## src/rtl/dbs_pkg.sv

```systemverilog
package dbs_pkg;
  localparam int unsigned SMALL_BYTES = 16;
  localparam int unsigned BIG_BYTES   = 64;

  typedef enum logic [1:0] {
    ST_IDLE,
    ST_ADDR,
    ST_DATA,
    ST_RESP
  } dbs_state_e;
endpackage

```

## src/rtl/dbs_req_check.sv

```systemverilog
module dbs_req_check #(
  parameter int unsigned LW = 16
) (
  input  logic [3:0]    addr_lo_i,
  input  logic [LW-1:0] len_i,
  output logic          legal_o
);
  // start and length must both be whole 16-byte units, and length nonzero
  always_comb begin
    legal_o = (addr_lo_i == 4'h0) && (len_i[3:0] == 4'h0) && (len_i != '0);
  end
endmodule

```

## src/rtl/dbs_burst_plan.sv

```systemverilog
module dbs_burst_plan #(
  parameter int unsigned LW = 16
) (
  input  logic [5:0]    addr_lo_i,
  input  logic [LW-1:0] rem_i,
  output logic          big_o,
  output logic [LW-1:0] size_o,
  output logic          last_o
);
  import dbs_pkg::*;
  localparam logic [LW-1:0] BIG_LEN   = LW'(BIG_BYTES);
  localparam logic [LW-1:0] SMALL_LEN = LW'(SMALL_BYTES);

  always_comb begin
    big_o  = (addr_lo_i == 6'd0) && (rem_i >= BIG_LEN);
    size_o = big_o ? BIG_LEN : SMALL_LEN;
    last_o = (rem_i == size_o);
  end
endmodule

```

## src/rtl/dbs_beat_cnt.sv

```systemverilog
module dbs_beat_cnt #(
  parameter int unsigned BEAT_BYTES = 8
) (
  input  logic clk_i,
  input  logic rst_ni,
  input  logic load_i,
  input  logic big_i,
  input  logic step_i,
  output logic last_o
);
  import dbs_pkg::*;
  localparam int unsigned SMALL_BEATS = SMALL_BYTES / BEAT_BYTES;
  localparam int unsigned BIG_BEATS   = BIG_BYTES / BEAT_BYTES;
  localparam int unsigned CW          = $clog2(BIG_BEATS + 1);

  logic [CW-1:0] cnt_q;

  always_ff @(posedge clk_i or negedge rst_ni) begin
    if (!rst_ni) begin
      cnt_q <= '0;
    end else if (load_i) begin
      cnt_q <= big_i ? CW'(BIG_BEATS - 1) : CW'(SMALL_BEATS - 1);
    end else if (step_i && (cnt_q != '0)) begin
      cnt_q <= cnt_q - 1'b1;
    end
  end

  assign last_o = (cnt_q == '0);


  cnt_step_chk: assert property (@(posedge clk_i) disable iff (!rst_ni)
    step_i && !last_o |=> (cnt_q == $past(cnt_q) - 1'b1));
endmodule

```

## src/rtl/dma_burst_split.sv

```systemverilog
module dma_burst_split #(
  parameter int unsigned AW         = 32,
  parameter int unsigned LW         = 16,
  parameter int unsigned BEAT_BYTES = 8,
  localparam int unsigned DW        = BEAT_BYTES * 8
) (
  input  logic          clk_i,
  input  logic          rst_ni,
  input  logic          req_valid_i,
  output logic          req_ready_o,
  input  logic [AW-1:0] req_addr_i,
  input  logic [LW-1:0] req_len_i,
  input  logic          req_write_i,
  input  logic          wr_valid_i,
  output logic          wr_ready_o,
  input  logic [DW-1:0] wr_data_i,
  output logic          rd_valid_o,
  output logic [DW-1:0] rd_data_o,
  output logic          done_o,
  output logic          done_err_o,
  output logic [AW-1:0] err_addr_o,
  output logic          bus_addr_valid_o,
  input  logic          bus_addr_ready_i,
  output logic [AW-1:0] bus_addr_o,
  output logic          bus_big_o,
  output logic          bus_write_o,
  output logic          bus_wvalid_o,
  input  logic          bus_wready_i,
  output logic [DW-1:0] bus_wdata_o,
  output logic          bus_wlast_o,
  input  logic          bus_rvalid_i,
  input  logic [DW-1:0] bus_rdata_i,
  input  logic          bus_resp_valid_i,
  input  logic          bus_resp_err_i
);
  import dbs_pkg::*;

  dbs_state_e    state_q, state_d;
  logic [AW-1:0] cur_addr_q;
  logic [LW-1:0] rem_q;
  logic          write_q;
  logic          big_q;
  logic          last_q;
  logic [LW-1:0] size_q;
  logic          done_q, done_err_q;
  logic [AW-1:0] err_addr_q;

  logic          legal;
  logic          plan_big, plan_last;
  logic [LW-1:0] plan_size;
  logic          beat_last;
  logic          req_acc, addr_acc, w_acc, resp_acc;

  dbs_req_check #(.LW(LW)) i_req_check (
    .addr_lo_i (req_addr_i[3:0]),
    .len_i     (req_len_i),
    .legal_o   (legal)
  );

  dbs_burst_plan #(.LW(LW)) i_burst_plan (
    .addr_lo_i (cur_addr_q[5:0]),
    .rem_i     (rem_q),
    .big_o     (plan_big),
    .size_o    (plan_size),
    .last_o    (plan_last)
  );

  dbs_beat_cnt #(.BEAT_BYTES(BEAT_BYTES)) i_beat_cnt (
    .clk_i  (clk_i),
    .rst_ni (rst_ni),
    .load_i (addr_acc),
    .big_i  (plan_big),
    .step_i (w_acc),
    .last_o (beat_last)
  );

  assign req_ready_o      = (state_q == ST_IDLE);
  assign req_acc          = req_valid_i && req_ready_o;
  assign bus_addr_valid_o = (state_q == ST_ADDR);
  assign bus_addr_o       = cur_addr_q;
  assign bus_big_o        = plan_big;
  assign bus_write_o      = write_q;
  assign addr_acc         = bus_addr_valid_o && bus_addr_ready_i;

  // write beats pass straight through while a write burst is in its data phase
  assign bus_wvalid_o = (state_q == ST_DATA) && wr_valid_i;
  assign wr_ready_o   = (state_q == ST_DATA) && bus_wready_i;
  assign bus_wdata_o  = wr_data_i;
  assign bus_wlast_o  = (state_q == ST_DATA) && beat_last;
  assign w_acc        = bus_wvalid_o && bus_wready_i;

  assign rd_valid_o = (state_q == ST_RESP) && !write_q && bus_rvalid_i;
  assign rd_data_o  = bus_rdata_i;

  assign resp_acc = (state_q == ST_RESP) && bus_resp_valid_i;

  always_comb begin
    state_d = state_q;
    unique case (state_q)
      ST_IDLE: if (req_acc && legal) state_d = ST_ADDR;
      ST_ADDR: if (addr_acc) state_d = write_q ? ST_DATA : ST_RESP;
      ST_DATA: if (w_acc && beat_last) state_d = ST_RESP;
      ST_RESP: begin
        if (resp_acc) begin
          state_d = (bus_resp_err_i || last_q) ? ST_IDLE : ST_ADDR;
        end
      end
      default: state_d = ST_IDLE;
    endcase
  end

  always_ff @(posedge clk_i or negedge rst_ni) begin
    if (!rst_ni) begin
      state_q    <= ST_IDLE;
      cur_addr_q <= '0;
      rem_q      <= '0;
      write_q    <= 1'b0;
      big_q      <= 1'b0;
      last_q     <= 1'b0;
      size_q     <= '0;
      done_q     <= 1'b0;
      done_err_q <= 1'b0;
      err_addr_q <= '0;
    end else begin
      state_q <= state_d;
      done_q  <= 1'b0;
      if (req_acc) begin
        cur_addr_q <= req_addr_i;
        rem_q      <= req_len_i;
        write_q    <= req_write_i;
        if (!legal) begin
          done_q     <= 1'b1;
          done_err_q <= 1'b1;
          err_addr_q <= req_addr_i;
        end
      end
      if (addr_acc) begin
        big_q  <= plan_big;
        last_q <= plan_last;
        size_q <= plan_size;
      end
      if (resp_acc) begin
        if (bus_resp_err_i) begin
          done_q     <= 1'b1;
          done_err_q <= 1'b1;
          err_addr_q <= cur_addr_q;
        end else begin
          cur_addr_q <= cur_addr_q + AW'(size_q);
          rem_q      <= rem_q - size_q;
          if (last_q) begin
            done_q     <= 1'b1;
            done_err_q <= 1'b0;
          end
        end
      end
    end
  end

  assign done_o     = done_q;
  assign done_err_o = done_err_q;
  assign err_addr_o = err_addr_q;


  burst_align_chk: assert property (@(posedge clk_i) disable iff (!rst_ni)
    bus_addr_valid_o |-> (bus_addr_o[3:0] == 4'h0) && (!bus_big_o || bus_addr_o[5:0] == 6'd0));


  addr_hold_chk: assert property (@(posedge clk_i) disable iff (!rst_ni)
    bus_addr_valid_o && !bus_addr_ready_i |=> bus_addr_valid_o && $stable(bus_addr_o) && $stable(bus_big_o));


  wlast_end_chk: assert property (@(posedge clk_i) disable iff (!rst_ni)
    w_acc && bus_wlast_o |=> !bus_wvalid_o);


  done_pulse_chk: assert property (@(posedge clk_i) disable iff (!rst_ni)
    done_o |=> !done_o);


  busy_no_req_chk: assert property (@(posedge clk_i) disable iff (!rst_ni)
    bus_addr_valid_o |-> !req_ready_o);


  incr_addr_chk: assert property (@(posedge clk_i) disable iff (!rst_ni)
    resp_acc && !bus_resp_err_i && !last_q |=> bus_addr_o == $past(bus_addr_o) + AW'($past(size_q)));
endmodule

```

## config.mk

```make
export PLATFORM = sky130hd
export DESIGN_NAME = dma_burst_split
export DESIGN_NICKNAME = d
export VERILOG_FILES = /design/src/rtl/dbs_pkg.sv /design/src/rtl/dbs_req_check.sv /design/src/rtl/dbs_burst_plan.sv /design/src/rtl/dbs_beat_cnt.sv /design/src/rtl/dma_burst_split.sv
export SDC_FILE = /design/constraint.sdc
export NUM_CORES = 1
export LEC_CHECK = 0
export BUFFER_PORTS_ARGS = -buffer_cell sky130_fd_sc_hd__buf_4
export CORE_AREA = 2 2 151 153
export CTS_CLUSTER_SIZE = 24
export DETAILED_ROUTE_END_ITERATION = 6
export DIE_AREA = 0 0 153 155
export GPL_TIMING_DRIVEN = 0
export PLACE_DENSITY = 0.54
export SLEW_MARGIN = 0
export SYNTH_ARGS = -nofsm -noshare
export SYNTH_HDL_FRONTEND = slang
export SYNTH_SLANG_ARGS = --single-unit
```

## constraint.sdc

```tcl
create_clock -name clk_i -period 3.1 [get_ports clk_i]
set_clock_uncertainty 0.2 [all_clocks]
set_input_delay 0.155 -clock clk_i [delete_from_list [all_inputs] [get_ports clk_i]]
set_output_delay 0.155 -clock clk_i [all_outputs]
set_load 0.1 [all_outputs]
```

# Yosys cells after proc, flatten, opt, wreduce, memory -nomap -nowiden
# Cells that the tools add are included.
classes:
  add_sub_neg: 3
  n_div: 0
  eq_ne: 8
  mul: 0
  shift: 0
  mux: 31
  magnitude_cmp: 1
  n_bitwise: 0
  n_reduce_logical: 26
ops:
  columns: ["operator", "n"]
  rows:
  - ["2-to-1 mux 32 bit", 7]
  - ["2-to-1 mux 16 bit", 3]
  - ["adder 32 x 16 -> 32 bit", 1]
  - ["== test 16 bit", 1]
  - [">= comparator 16 x 7 -> 1 bit (second input constant)", 1]
  - ["nonzero test 16 bit", 1]
  - ["subtractor 16 bit", 1]
  - ["logical AND 1 bit", 15]
  - ["logical NOT 4 bit", 3]
  - ["2-to-1 mux 1 bit", 12]
  - ["2-to-1 mux 2 bit", 4]
  - ["2-to-1 mux 4 bit", 2]
  - ["one-hot mux 2 bit (4 select lines)", 1]
  - ["2-to-1 mux 7 bit", 1]
  - ["logical NOT 6 bit", 1]
  - ["inequality test 2 x 1 -> 1 bit (second input constant)", 3]
  - ["== test 2 bit (second input constant)", 2]
  - ["AND reduction 4 bit", 1]
  - ["nonzero test 4 bit", 1]
  - ["subtractor 4 x 1 -> 4 bit (second input constant)", 1]
  - ["2-to-1 mux 3 bit", 1]
  - ["== test 2 x 1 -> 1 bit (second input constant)", 1]
  - ["logical NOT 2 bit", 1]
  - ["inequality test 2 bit (second input constant)", 1]
  - ["3 further kinds", 3]
word_totals:
  ram_bits: 0
  romBits: 0
  in_bits: 186
  latchBits: 0
  regBits: 106
  elab_cells: 79
  n_memories: 0

# Longest topological paths before layout
# Gate-level depths: netlist (run 1).
depth:
  ltp_word: 8
  depth_mapped: 9

# Modules after synthesis
# From an unflattened synthesis (run 1), not the netlist that was laid out.
unflattened:
  hier_cells: 935
  hier_area_um2: 7845.0
by_module_without_submodules:
  columns: ["mod", "cells_each", "n_inst", "area_each_um2"]
  rows:
  - ["dma_burst_split", 874, 1, 7359.6]
  - ["dbs_beat_cnt", 24, 1, 227.7]
  - ["dbs_burst_plan", 30, 1, 203.9]
  - ["dbs_req_check", 7, 1, 53.8]

# Worst setup path before layout (run 1)
# Ideal clock, no wire load.
synth_path:
  kind: "register to register"
  from: "reg cur_addr_q[3] (netlist: bus_addr_o[3])"
  to: "reg size_q[6]"
  period_less_slack_ps: 3008
  slack_ps: 92
  required_ps: 2830
  stages_incl_launch_ff: 5
  setup_ps: 70
  arrival_time_ps: 2738
  path_cell_list: "dfrtp_1 > or4_1 > nor3_1 > o31a_1 > mux2_2"
synth_via:
  elab_chain_len: 3
synth_rtl:
  columns: ["item", "line_no", "source"]
  rows:
  - ["start, declared", "dma_burst_split.sv:39", "logic [AW-1:0] cur_addr_q;"]
  - ["start signal, assigned", "dma_burst_split.sv:128", "cur_addr_q <= req_addr_i;"]
  - ["start signal, assigned", "dma_burst_split.sv:148", "cur_addr_q <= cur_addr_q + AW'(size_q);"]
  - ["logical NOT 6 bit", "dbs_burst_plan.sv:15", "big_o = (addr_lo_i == 6'd0) && (rem_i >= BIG_LEN);"]
  - ["logical AND 1 bit", "dbs_burst_plan.sv:15", null]
  - ["via bus_big_o", "dma_burst_split.sv:25", "output logic bus_big_o,"]
  - ["2-to-1 mux 7 bit", "dbs_burst_plan.sv:16", "size_o = big_o ? BIG_LEN : SMALL_LEN;"]
  - ["end signal, assigned", "dma_burst_split.sv:140", "size_q <= plan_size;"]
  - ["end, declared", "dma_burst_split.sv:44", "logic [LW-1:0] size_q;"]
# The timed path passes the listed nets, and every way through them passes these cells.
# A chain may end at the register's enable or synchronous reset.

# Worst setup path in the final report (run 1)
layout_path:
  from: "reg state_q[0]"
  to: "reg cur_addr_q[30] (netlist: bus_addr_o[30])"
layout_via:
  elab_chain_len: 5
  word_cells_on_any_way: 7
layout_rtl:
  columns: ["item", "line_no", "source"]
  rows:
  - ["start, declared", "dma_burst_split.sv:38", "dbs_state_e state_q, state_d;"]
  - ["start signal, assigned", "dma_burst_split.sv:125", "state_q <= state_d;"]
  - ["logical NOT 2 bit", "dma_burst_split.sv:77", "assign req_ready_o = (state_q == ST_IDLE);"]
  - ["logical AND 1 bit", "dma_burst_split.sv:78", "assign req_acc = req_valid_i && req_ready_o;"]
  - ["2-to-1 mux 32 bit", "dma_burst_split.sv:127", "if (req_acc) begin"]
  - ["2-to-1 mux 32 bit", "dma_burst_split.sv:143", "if (bus_resp_err_i) begin"]
  - ["2-to-1 mux 32 bit (*)", "dma_burst_split.sv:142", "if (resp_acc) begin"]
# Every way passes the cells marked *; elsewhere a longest branch is shown, timed or not.

==> results_tabular.tex, run 1 <==
\begin{tabular}{lr}
\hline
Metric & Value \\
\hline
\multicolumn{2}{l}{\textbf{Outcome}} \\
\quad Status & completed \\
\multicolumn{2}{l}{\textbf{GRT}} \\
\quad GRT Total Usage & 0.171 \\
\quad Largest net degree at the start of global routing & 93 \\
\quad GR Overflow Total & 0 \\
\quad First-pass GRT wire length & 32.0 mm \\
\quad Via count of the first global-routing pass & 5717 \\
\quad Number of antenna violations at the first check in global routing & 0 \\
\multicolumn{2}{l}{\textbf{Synthesis}} \\
\quad FF+latch count, synth & 92 \\
\quad Number of enable flip-flop cells after synthesis & 0 \\
\quad Average cell area after synthesis & 8.37 um2 \\
\quad Most instantiated flip-flop cell in the synthesis netlist & dfrtp\_1 \\
\quad Number of distinct library cells after synthesis & 58 \\
\quad Synth area leader & dfrtp\_1 \\
\quad Part of the Yosys area used for sequential elements & 0.395 \\
\quad Area share of the leading cell type in the synthesized netlist & 0.395 \\
\quad Net count after synthesis & 894 \\
\quad Synth async-reset ratio & 1.00 \\
\quad Gate Count Post-Synth & 697 \\
\quad Number of warnings issued by yosys & 0 \\
\quad Synthesized cell area & 5830 um2 \\
\quad Synth top area cells & dfrtp\_1, buf\_4, a21oi\_1 \\
\multicolumn{2}{l}{\textbf{Clock tree}} \\
\quad Clock network latency to the later pin of the worst-skew pair & 0.35 ns \\
\quad Clock slew seen by the registers of the worst setup and hold paths & 0.06 ns \\
\quad CTS H-Tree Depth & 3 \\
\quad Num CTS Buffers & 9 \\
\quad CTS root buffer & clkbuf\_16 \\
\quad Buffers from clock root to sink, at most & 2 \\
\quad \# clock sinks & 92 \\
\quad Clock tree from TritonCTS & done \\
\quad Post-CTS repair timing setup buffer count & 0 \\
\multicolumn{2}{l}{\textbf{Setup path}} \\
\quad Reg2reg setup slack & 0.34 ns \\
\quad Critical path launch point type & flip-flop \\
\quad Worst R2R Path Depth & 7 \\
\quad Worst Setup Path Type & flip-flop to flip-flop \\
\quad Worst-path fanout max & 10 \\
\quad Kind of capture point of the worst setup path & flip-flop \\
\quad Worst Path Required & 3.13 ns \\
\quad Worst endpoint data arrival time & 2.79 ns \\
\quad R2r startpoint & state\_q[0] \\
\quad Crit Reg-Reg Endpoint & bus\_addr\_o[30] \\
\multicolumn{2}{l}{\textbf{Timing}} \\
\quad Setup slack after layout & 0.336 ns \\
\quad Setup TNS & 0 ns \\
\quad Count of endpoints failing hold in the final timing report & 0 \\
\quad Setup repair after global routing missed its margin & no \\
\quad Crit share post-route & 0.892 \\
\quad Final setup vio count & 0 \\
\quad Max Clk Rate & 362 MHz \\
\quad Pins over their slew limit & 0 \\
\quad Tightest Pin Transition & 1.01 ns \\
\quad Hold slack & 0.0688 ns \\
\quad Post-layout min period & 2.76 ns \\
\quad Headroom to the max-slew limit & 0.321 \\
\multicolumn{2}{l}{\textbf{Die}} \\
\quad Boundary Pins & 388 \\
\quad Area of the die & 23700 um2 \\
\quad Starting Density & 0.262 \\
\quad Core box area & 22200 um2 \\
\quad Cell row count & 55 \\
\quad X dimension of the die & 153 um \\
\quad Die Height & 155 um \\
\multicolumn{2}{l}{\textbf{Drt}} \\
\quad Met3 Wirelength & 1.64 mm \\
\quad First-pass iteration count of the detailed router & 5 \\
\quad Routed length per placed instance & 16.2 um \\
\quad Post-route DRC & 0 \\
\quad Top layer used by detailed routing & met4 \\
\quad Routed metal-1 wire length & 8.72 mm \\
\quad Average via count per standard cell & 4.67 \\
\quad DR WL met2 & 10.5 mm \\
\quad Remaining antenna violation count after routing & 0 \\
\quad Vias after detailed routing & 6123 \\
\quad Iteration-0 DRC Markers & 320 \\
\quad Post-Route WL & 21.2 mm \\
\multicolumn{2}{l}{\textbf{Place}} \\
\quad Placed instance area & 8140 um2 \\
\quad Quantity of I/O buffers inserted on ports & 259 \\
\quad Weighted congestion reported at the end of routability-driven placement & 0.797 \\
\quad HPWL reported at the end of detailed placement & 16.2 mm \\
\quad Post-Place Worst Slack & 0.105 ns \\
\multicolumn{2}{l}{\textbf{Cells and area}} \\
\quad Layout Nets & 1218 \\
\quad Antenna diodes & 0 \\
\quad Relative area change from synthesis to final layout & 53.7\% \\
\quad Fin area & 8970 um2 \\
\quad Share of final-layout standard cells stronger than drive strength 1 & 0.410 \\
\multicolumn{2}{l}{\textbf{Worst hold path}} \\
\quad Path class of the lowest-slack min-delay path & input port to asynchronous set/reset pin \\
\multicolumn{2}{l}{\textbf{Pwr}} \\
\quad Total leakage power & 0.00438 uW \\
\quad Power density over the cells & 1180 nW/um2 \\
\quad Maximum ir drop on the vdd rail & 0.000872 V \\
\quad Total power & 10600 uW \\
\multicolumn{2}{l}{\textbf{Run}} \\
\quad Max-capacitance violation count & 0 \\
\hline
\end{tabular}
==> cells by family (layout without fill, tap and decap cells) <==
kind of cell | count (synthesis) | in the layout | share of synthesized area
AO/OA/AOI/OAI | 166 | 166 | 0.177
XOR/XNOR | 7 | 7 | 0.0105
adder cells (fa/ha/maj) | 11 | 11 | 0.0236
buffers and inverters | 176 | 504 | 0.196
flip-flops | 92 | 92 | 0.395
multiplexers | 2 | 2 | 0.00365
AND/OR/NAND/NOR | 243 | 243 | 0.194
==> synth_stat cells, types with 2 or more instances <==
cell type  instances
or4_1              2
xor2_1             3
a21oi_1           81
a221o_1            5
buf_1              3
nand3b_1           3
a21o_1             2
a21boi_0           2
or2_2              3
nand4_1            5
nand2_1           96
buf_4            128
o22ai_1            7
nor4_1            11
a211oi_1           9
buf_2              4
and3_1             8
a31o_2             2
and2_1             4
nor2b_1            5
nor3_1            13
o21a_1             2
xnor2_1            4
a31oi_1           12
ha_1              11
a22oi_1            7
or3_1              2
a221oi_1           4
o21ai_0           12
nor2_1            70
and4_1             2
inv_1             17
nand3_1           11
a311oi_1           6
o221a_2            2
clkbuf_1          24
o211ai_1           3
dfrtp_1           92
==> how the worst max path moves through the flow <==
stage | startpoint | to | cells after the start | slack (ns)
after global routing | state_q[0] | rem_q[13] | 7 | 0.09
after CTS | state_q[1] | err_addr_o[11] | 9 | 0.07
after global placement | state_q[0] | rem_q[10] | 7 | 0.03
after floorplan | bus_addr_o[3] | size_q[6] | 4 | 0.09
final | state_q[0] | bus_addr_o[30] | 7 | 0.34
after detailed placement | state_q[1] | rem_q[10] | 7 | 0.10
==> through the flow <==
stage,instances,util
after floorplan,697,-
final,1310,0.403
after global routing,1310,0.403
after global placement,1241,0.366
after detailed placement,1241,0.366
after CTS,1309,0.402
==> cell type report <==
cell class	instances	area, um2
buffer	159	1080
clock buffer	13	260
clock inverter	2	10.0
fill	2285	13300
inverter	17	63.8
multi-input combinational	429	2390
sequential	92	2300
tap	285	357
timing repair buffer	313	2500
==> sequential cells by signal, indices dropped and copies added, names as in the netlist <==
signal,count
state_q,2
i_beat_cnt.cnt_q,4
size_q,2
rem_q,16
bus_write_o,1
err_addr_o,32
done_o,1
done_err_o,1
last_q,1
bus_addr_o,32
==> where the power goes <==
group,internal [uW],total [uW],switching [uW]
registers,1780,2350,571
clock network,582,1050,473
logic,1670,7210,5540
==> placed cells by master, fill, tap and decap left out, types with 3 or more instances in the layout <==
cell type,synthesis,routed
a21oi_1,81,81
o211ai_1,3,3
nor3_1,13,13
o22ai_1,7,7
a311oi_1,6,6
nand3b_1,3,3
xnor2_1,4,4
and3_1,8,8
nand3_1,11,11
dlygate4sd3_1,0,53
a22oi_1,7,7
a31oi_1,12,12
nand4_1,5,5
clkbuf_1,24,25
o21ai_0,12,12
inv_1,17,17
nand2_1,96,96
a221oi_1,4,4
buf_2,4,4
dfrtp_1,92,92
buf_4,128,387
nor4_1,11,11
nor2b_1,5,5
xor2_1,3,3
and2_1,4,4
ha_1,11,11
clkbuf_16,0,9
a211oi_1,9,9
nor2_1,70,69
a221o_1,5,5
or2_2,3,3
==> metal layers <==
metal  vias to the layer above  global-route usage
met1                      2885               0.218
met5                         -                   0
met3                        22              0.0376
met2                       259               0.287
met4                         0              0.0639
li1                       2957                   -
==> worst max-delay path: stages (launching register included) <==
cell	delay, ns
dfrtp_1	0.40
ha_1	0.16
clkbuf_1	0.26
nand3b_1	0.27
clkbuf_1	0.36
nor3_1	0.64
a31o_2	0.26
o211ai_1	0.08
==> repair_timing <==
action | 4_1_cts | 5_1_grt
gates resized for setup | 0 | 4
hold buffers | 53 | 0
setup endpoints to repair | 0 | 28
hold endpoints to repair | 175 | 0
Note: power is estimated with default switching activity, not from simulation.
==> run 2: changes to the inputs <==
--- a/config.mk
+++ b/config.mk
@@ -5,13 +5,15 @@
 export SDC_FILE = /design/constraint.sdc
 export NUM_CORES = 1
 export LEC_CHECK = 0
+export ABC_AREA = 1
 export BUFFER_PORTS_ARGS = -buffer_cell sky130_fd_sc_hd__buf_4
-export CORE_AREA = 2 2 151 153
+export CORE_AREA = 2 2 150 152
 export CTS_CLUSTER_SIZE = 24
 export DETAILED_ROUTE_END_ITERATION = 6
-export DIE_AREA = 0 0 153 155
+export DIE_AREA = 0 0 152 154
 export GPL_TIMING_DRIVEN = 0
-export PLACE_DENSITY = 0.54
+export PLACE_DENSITY = 0.59
+export REMOVE_ABC_BUFFERS = 1
 export SLEW_MARGIN = 0
 export SYNTH_ARGS = -nofsm -noshare
 export SYNTH_HDL_FRONTEND = slang
==> run 2 against run 1 <==
The run now ends with design-rule violations left. Fmax shrank 4.7%. Routed wire length is 100% higher. Largest power group unchanged. Clock power is 11% higher. Critical path depth stayed put. Cell count fell by 2.0%. Largest cell class is now multi-input combinational cells.
==> results_tabular.tex, run 2 <==
\begin{tabular}{lr}
\hline
Metric & Value \\
\hline
\multicolumn{2}{l}{\textbf{Synthesis}} \\
\quad Cell types with the highest counts after synthesis & nand2\_1, buf\_4, inv\_1 (was buf\_4, nand2\_1, dfrtp\_1) \\
\quad Synth top area cells & dfrtp\_1, buf\_4, nand2\_1 (was dfrtp\_1, buf\_4, a21oi\_1) \\
\quad Synthesized cell area & 6790 um2 (was 5830 um2) \\
\quad Synth area leader & dfrtp\_1 (unchanged) \\
\quad Number of enable flip-flop cells after synthesis & 0 (unchanged) \\
\quad Most instantiated flip-flop cell in the synthesis netlist & dfrtp\_1 (unchanged) \\
\quad Number of distinct library cells after synthesis & 36 (was 58) \\
\quad Number of warnings issued by yosys & 0 (unchanged) \\
\quad Most instantiated library cell after synthesis & nand2\_1 (was buf\_4) \\
\quad Gate Count Post-Synth & 967 (was 697) \\
\quad Synth async-reset ratio & 1.00 (unchanged) \\
\quad Area share of the leading cell type in the synthesized netlist & 0.339 (was 0.395) \\
\quad FF+latch count, synth & 92 (unchanged) \\
\quad Average cell area after synthesis & 7.02 um2 (was 8.37 um2) \\
\quad Part of the Yosys area used for sequential elements & 0.339 (was 0.395) \\
\multicolumn{2}{l}{\textbf{Drt}} \\
\quad Post-route DRC & 3 (was 0) \\
\quad Post-Route WL & 43.2 mm (was 21.2 mm) \\
\quad Vias after detailed routing & 6590 (was 6123) \\
\quad Routed length per placed instance & 33.7 um (was 16.2 um) \\
\quad Iteration-0 DRC Markers & 518 (was 320) \\
\quad Average via count per standard cell & 5.13 (was 4.67) \\
\quad First-pass iteration count of the detailed router & 7 (was 5) \\
\quad Remaining antenna violation count after routing & 0 (unchanged) \\
\multicolumn{2}{l}{\textbf{GRT}} \\
\quad First-pass GRT wire length & 56.2 mm (was 32.0 mm) \\
\quad GRT Total Usage & 0.360 (was 0.171) \\
\quad Number of antenna violations at the first check in global routing & 0 (unchanged) \\
\quad Largest net degree at the start of global routing & 93 (unchanged) \\
\quad GR Overflow Total & 0 (unchanged) \\
\quad Via count of the first global-routing pass & 5951 (was 5717) \\
\multicolumn{2}{l}{\textbf{Pwr}} \\
\quad Maximum ir drop on the vdd rail & 0.000709 V (was 0.000872 V) \\
\quad Power density over the cells & 1330 nW/um2 (was 1180 nW/um2) \\
\quad Total leakage power & 0.00384 uW (was 0.00438 uW) \\
\multicolumn{2}{l}{\textbf{Clock tree}} \\
\quad Num CTS Buffers & 9 (unchanged) \\
\quad CTS root buffer & clkbuf\_16 (unchanged) \\
\quad Buffers from clock root to sink, at most & 2 (unchanged) \\
\quad Clock tree from TritonCTS & done (unchanged) \\
\quad \# clock sinks & 92 (unchanged) \\
\quad CTS H-Tree Depth & 3 (unchanged) \\
\quad Clock network latency to the later pin of the worst-skew pair & 0.36 ns (was 0.35 ns) \\
\quad Post-CTS repair timing setup buffer count & 0 (unchanged) \\
\quad Clock slew seen by the registers of the worst setup and hold paths & 0.07 ns (was 0.06 ns) \\
\multicolumn{2}{l}{\textbf{Setup path}} \\
\quad Worst-path fanout max & 44 (was 10) \\
\quad Kind of capture point of the worst setup path & flip-flop (unchanged) \\
\quad Stage delay of the slowest cell on the critical path & 0.55 ns (was 0.64 ns) \\
\quad Critical path launch point type & flip-flop (unchanged) \\
\quad Ordered list of cells on the worst path & ha\_1 -> nand2\_1 -> nor2\_4 -> inv\_4 -> o21ai\_0 -> o21ai\_1 -> dlygate4sd3\_1 (was ha\_1 -> clkbuf\_1 -> nand3b\_1 -> clkbuf\_1 -> nor3\_1 -> a31o\_2 -> o211ai\_1) \\
\quad Worst endpoint data arrival time & 2.94 ns (was 2.79 ns) \\
\quad R2r startpoint & state\_q[1] (was state\_q[0]) \\
\quad Worst Setup Path Type & flip-flop to flip-flop (unchanged) \\
\quad Worst Path Required & 3.14 ns (was 3.13 ns) \\
\quad Launching instance or port of the critical path & state\_q[1] (was state\_q[0]) \\
\quad Standard cell with the maximum stage delay on the critical path & dlygate4sd3\_1 (was nor3\_1) \\
\multicolumn{2}{l}{\textbf{Outcome}} \\
\quad Failing checks & design-rule violations \\
\quad Status & finished with violations (was completed) \\
\multicolumn{2}{l}{\textbf{Timing}} \\
\quad Setup repair after global routing missed its margin & no (unchanged) \\
\quad Count of endpoints failing hold in the final timing report & 0 (unchanged) \\
\quad Final setup vio count & 0 (unchanged) \\
\quad Max Clk Rate & 345 MHz (was 362 MHz) \\
\quad Setup slack after layout & 0.200 ns (was 0.336 ns) \\
\quad Tightest Pin Transition & 0.946 ns (was 1.01 ns) \\
\quad Headroom to the max-slew limit & 0.369 (was 0.321) \\
\quad Post-layout min period & 2.90 ns (was 2.76 ns) \\
\quad Hold slack & 0.0463 ns (was 0.0688 ns) \\
\quad Crit share post-route & 0.935 (was 0.892) \\
\quad Pins over their slew limit & 0 (unchanged) \\
\multicolumn{2}{l}{\textbf{Place}} \\
\quad HPWL reported at the end of detailed placement & 36.1 mm (was 16.2 mm) \\
\quad Post-Place Worst Slack & -0.271 ns (was 0.105 ns) \\
\quad Quantity of I/O buffers inserted on ports & 131 (was 259) \\
\quad Weighted congestion reported at the end of routability-driven placement & 1.12 (was 0.797) \\
\quad Placed instance count & 1217 (was 1241) \\
\multicolumn{2}{l}{\textbf{Cells and area}} \\
\quad Multi-input combinational cell area & 2910 um2 (was 2390 um2) \\
\quad \# fillers & 2354 (was 2285) \\
\quad Leading cell type in the layout, fill and taps excluded & nand2\_1 (was buf\_4) \\
\quad Non-filler instance count after layout & 1284 (was 1310) \\
\quad Share of final-layout standard cells stronger than drive strength 1 & 0.181 (was 0.410) \\
\quad Utilization after layout & 0.362 (was 0.403) \\
\quad Most used cells in the layout excluding fill and tap cells & nand2\_1, buf\_4, inv\_1 (was buf\_4, nand2\_1, dfrtp\_1) \\
\quad Antenna diodes & 0 (unchanged) \\
\quad Relative area change from synthesis to final layout & 15.4\% (was 53.7\%) \\
\quad Layout Nets & 1196 (was 1218) \\
\quad FF/Latch Area & 2300 um2 (unchanged) \\
\multicolumn{2}{l}{\textbf{Worst hold path}} \\
\quad Worst hold path startpoint & req\_valid\_i \\
\quad Path class of the lowest-slack min-delay path & input port to flip-flop (was input port to asynchronous set/reset pin) \\
\multicolumn{2}{l}{\textbf{Die}} \\
\quad Starting Density & 0.313 (was 0.262) \\
\quad X dimension of the die & 152 um (was 153 um) \\
\quad Core box area & 21700 um2 (was 22200 um2) \\
\quad Die Height & 154 um (was 155 um) \\
\quad Cell row count & 54 (was 55) \\
\quad Boundary Pins & 388 (unchanged) \\
\quad Area of the die & 23400 um2 (was 23700 um2) \\
\multicolumn{2}{l}{\textbf{Run}} \\
\quad Max-capacitance violation count & 0 (unchanged) \\
\hline
\end{tabular}
run 2: cell count changes after synthesis, moves of 11 or more:
cell / before / now
a21oi_1: 81 / 44
clkbuf_1: 24 / 9
inv_1: 17 / 112
nand2_1: 96 / 215
nand3_1: 11 / 84
nor2_2: 0 / 11
nor4_1: 11 / 0
o21ai_0: 12 / 60
o21ai_1: 1 / 35
run 2: worst paths after layout:
path                             endpoint  slack [ns]  cells past startpoint
min reg2reg                      rem_q[0]        0.30                      2
min                            state_q[0]        0.05                      5
min in group asynchronous     bus_write_o        0.26                      2
max in group asynchronous  bus_addr_o[12]        1.78                      2
max reg2reg                 bus_addr_o[4]        0.20                      7
max                         bus_addr_o[4]        0.20                      7
run 2: repair_timing:
action	in CTS	in global routing
hold buffers	51	0
endpoints found under the setup margin	33	9
hold endpoints to repair	160	0
pin swaps	0	0
gates resized for setup	2	3
run 2: cell type report:
| cell class | count | share of cell area |
|---|---|---|
| multi-input cells | 597 | 0.371 |
| flip-flops and latches | 92 | 0.294 |
| repair buffers | 184 | 0.198 |
| inverters | 115 | 0.0557 |
| well taps | 280 | 0.0447 |
| clock buffers | 11 | 0.0297 |
| clock inverters | 5 | 0.00766 |
run 2: worst max-delay path: cells and delay by family (launching register included):
kind / cells / cell delay, ns
AO/OA/AOI/OAI: 2 / 0.28
AND/OR/NAND/NOR: 2 / 0.70
buffers and inverters: 2 / 0.93
adder cells (fa/ha/maj): 1 / 0.24
flip-flops: 1 / 0.41
run 2: through the flow:
stage	TNS (ns)	power, uW	cell area [um2]
floorplan	-25.48	7470	5620
global placement	-59.82	9060	6960
detailed placement	-6.92	9130	7020
CTS	0	10400	7830
global route	0	10900	7840
finish	0	10400	7840
run 2: kinds of logic (layout without fill, tap and decap cells):
group	after synthesis	in the layout	share of synthesized area
AO/OA/AOI/OAI	163	163	0.127
XOR/XNOR	5	5	0.00645
adder cells (fa/ha/maj)	11	11	0.0203
buffers and inverters	278	315	0.236
flip-flops	92	92	0.339
multiplexers	2	2	0.00332
AND/OR/NAND/NOR	416	416	0.268
run 2: where the power goes:
| part | internal, uW | switching (uW) | total (uW) | leakage [uW] |
|---|---|---|---|---|
| clock network | 633 | 538 | 1170 | 0.000141 |
| registers | 1790 | 725 | 2510 | 0.00109 |
| logic | 1550 | 5160 | 6710 | 0.00261 |
| total | 3970 | 6420 | 10400 | 0.00384 |
run 2: layer usage:
layer  track usage  part of all wire
met2         0.590              0.47
met4         0.160             0.049
met3         0.364              0.21
met1         0.275              0.26
met5        0.0352            0.0021
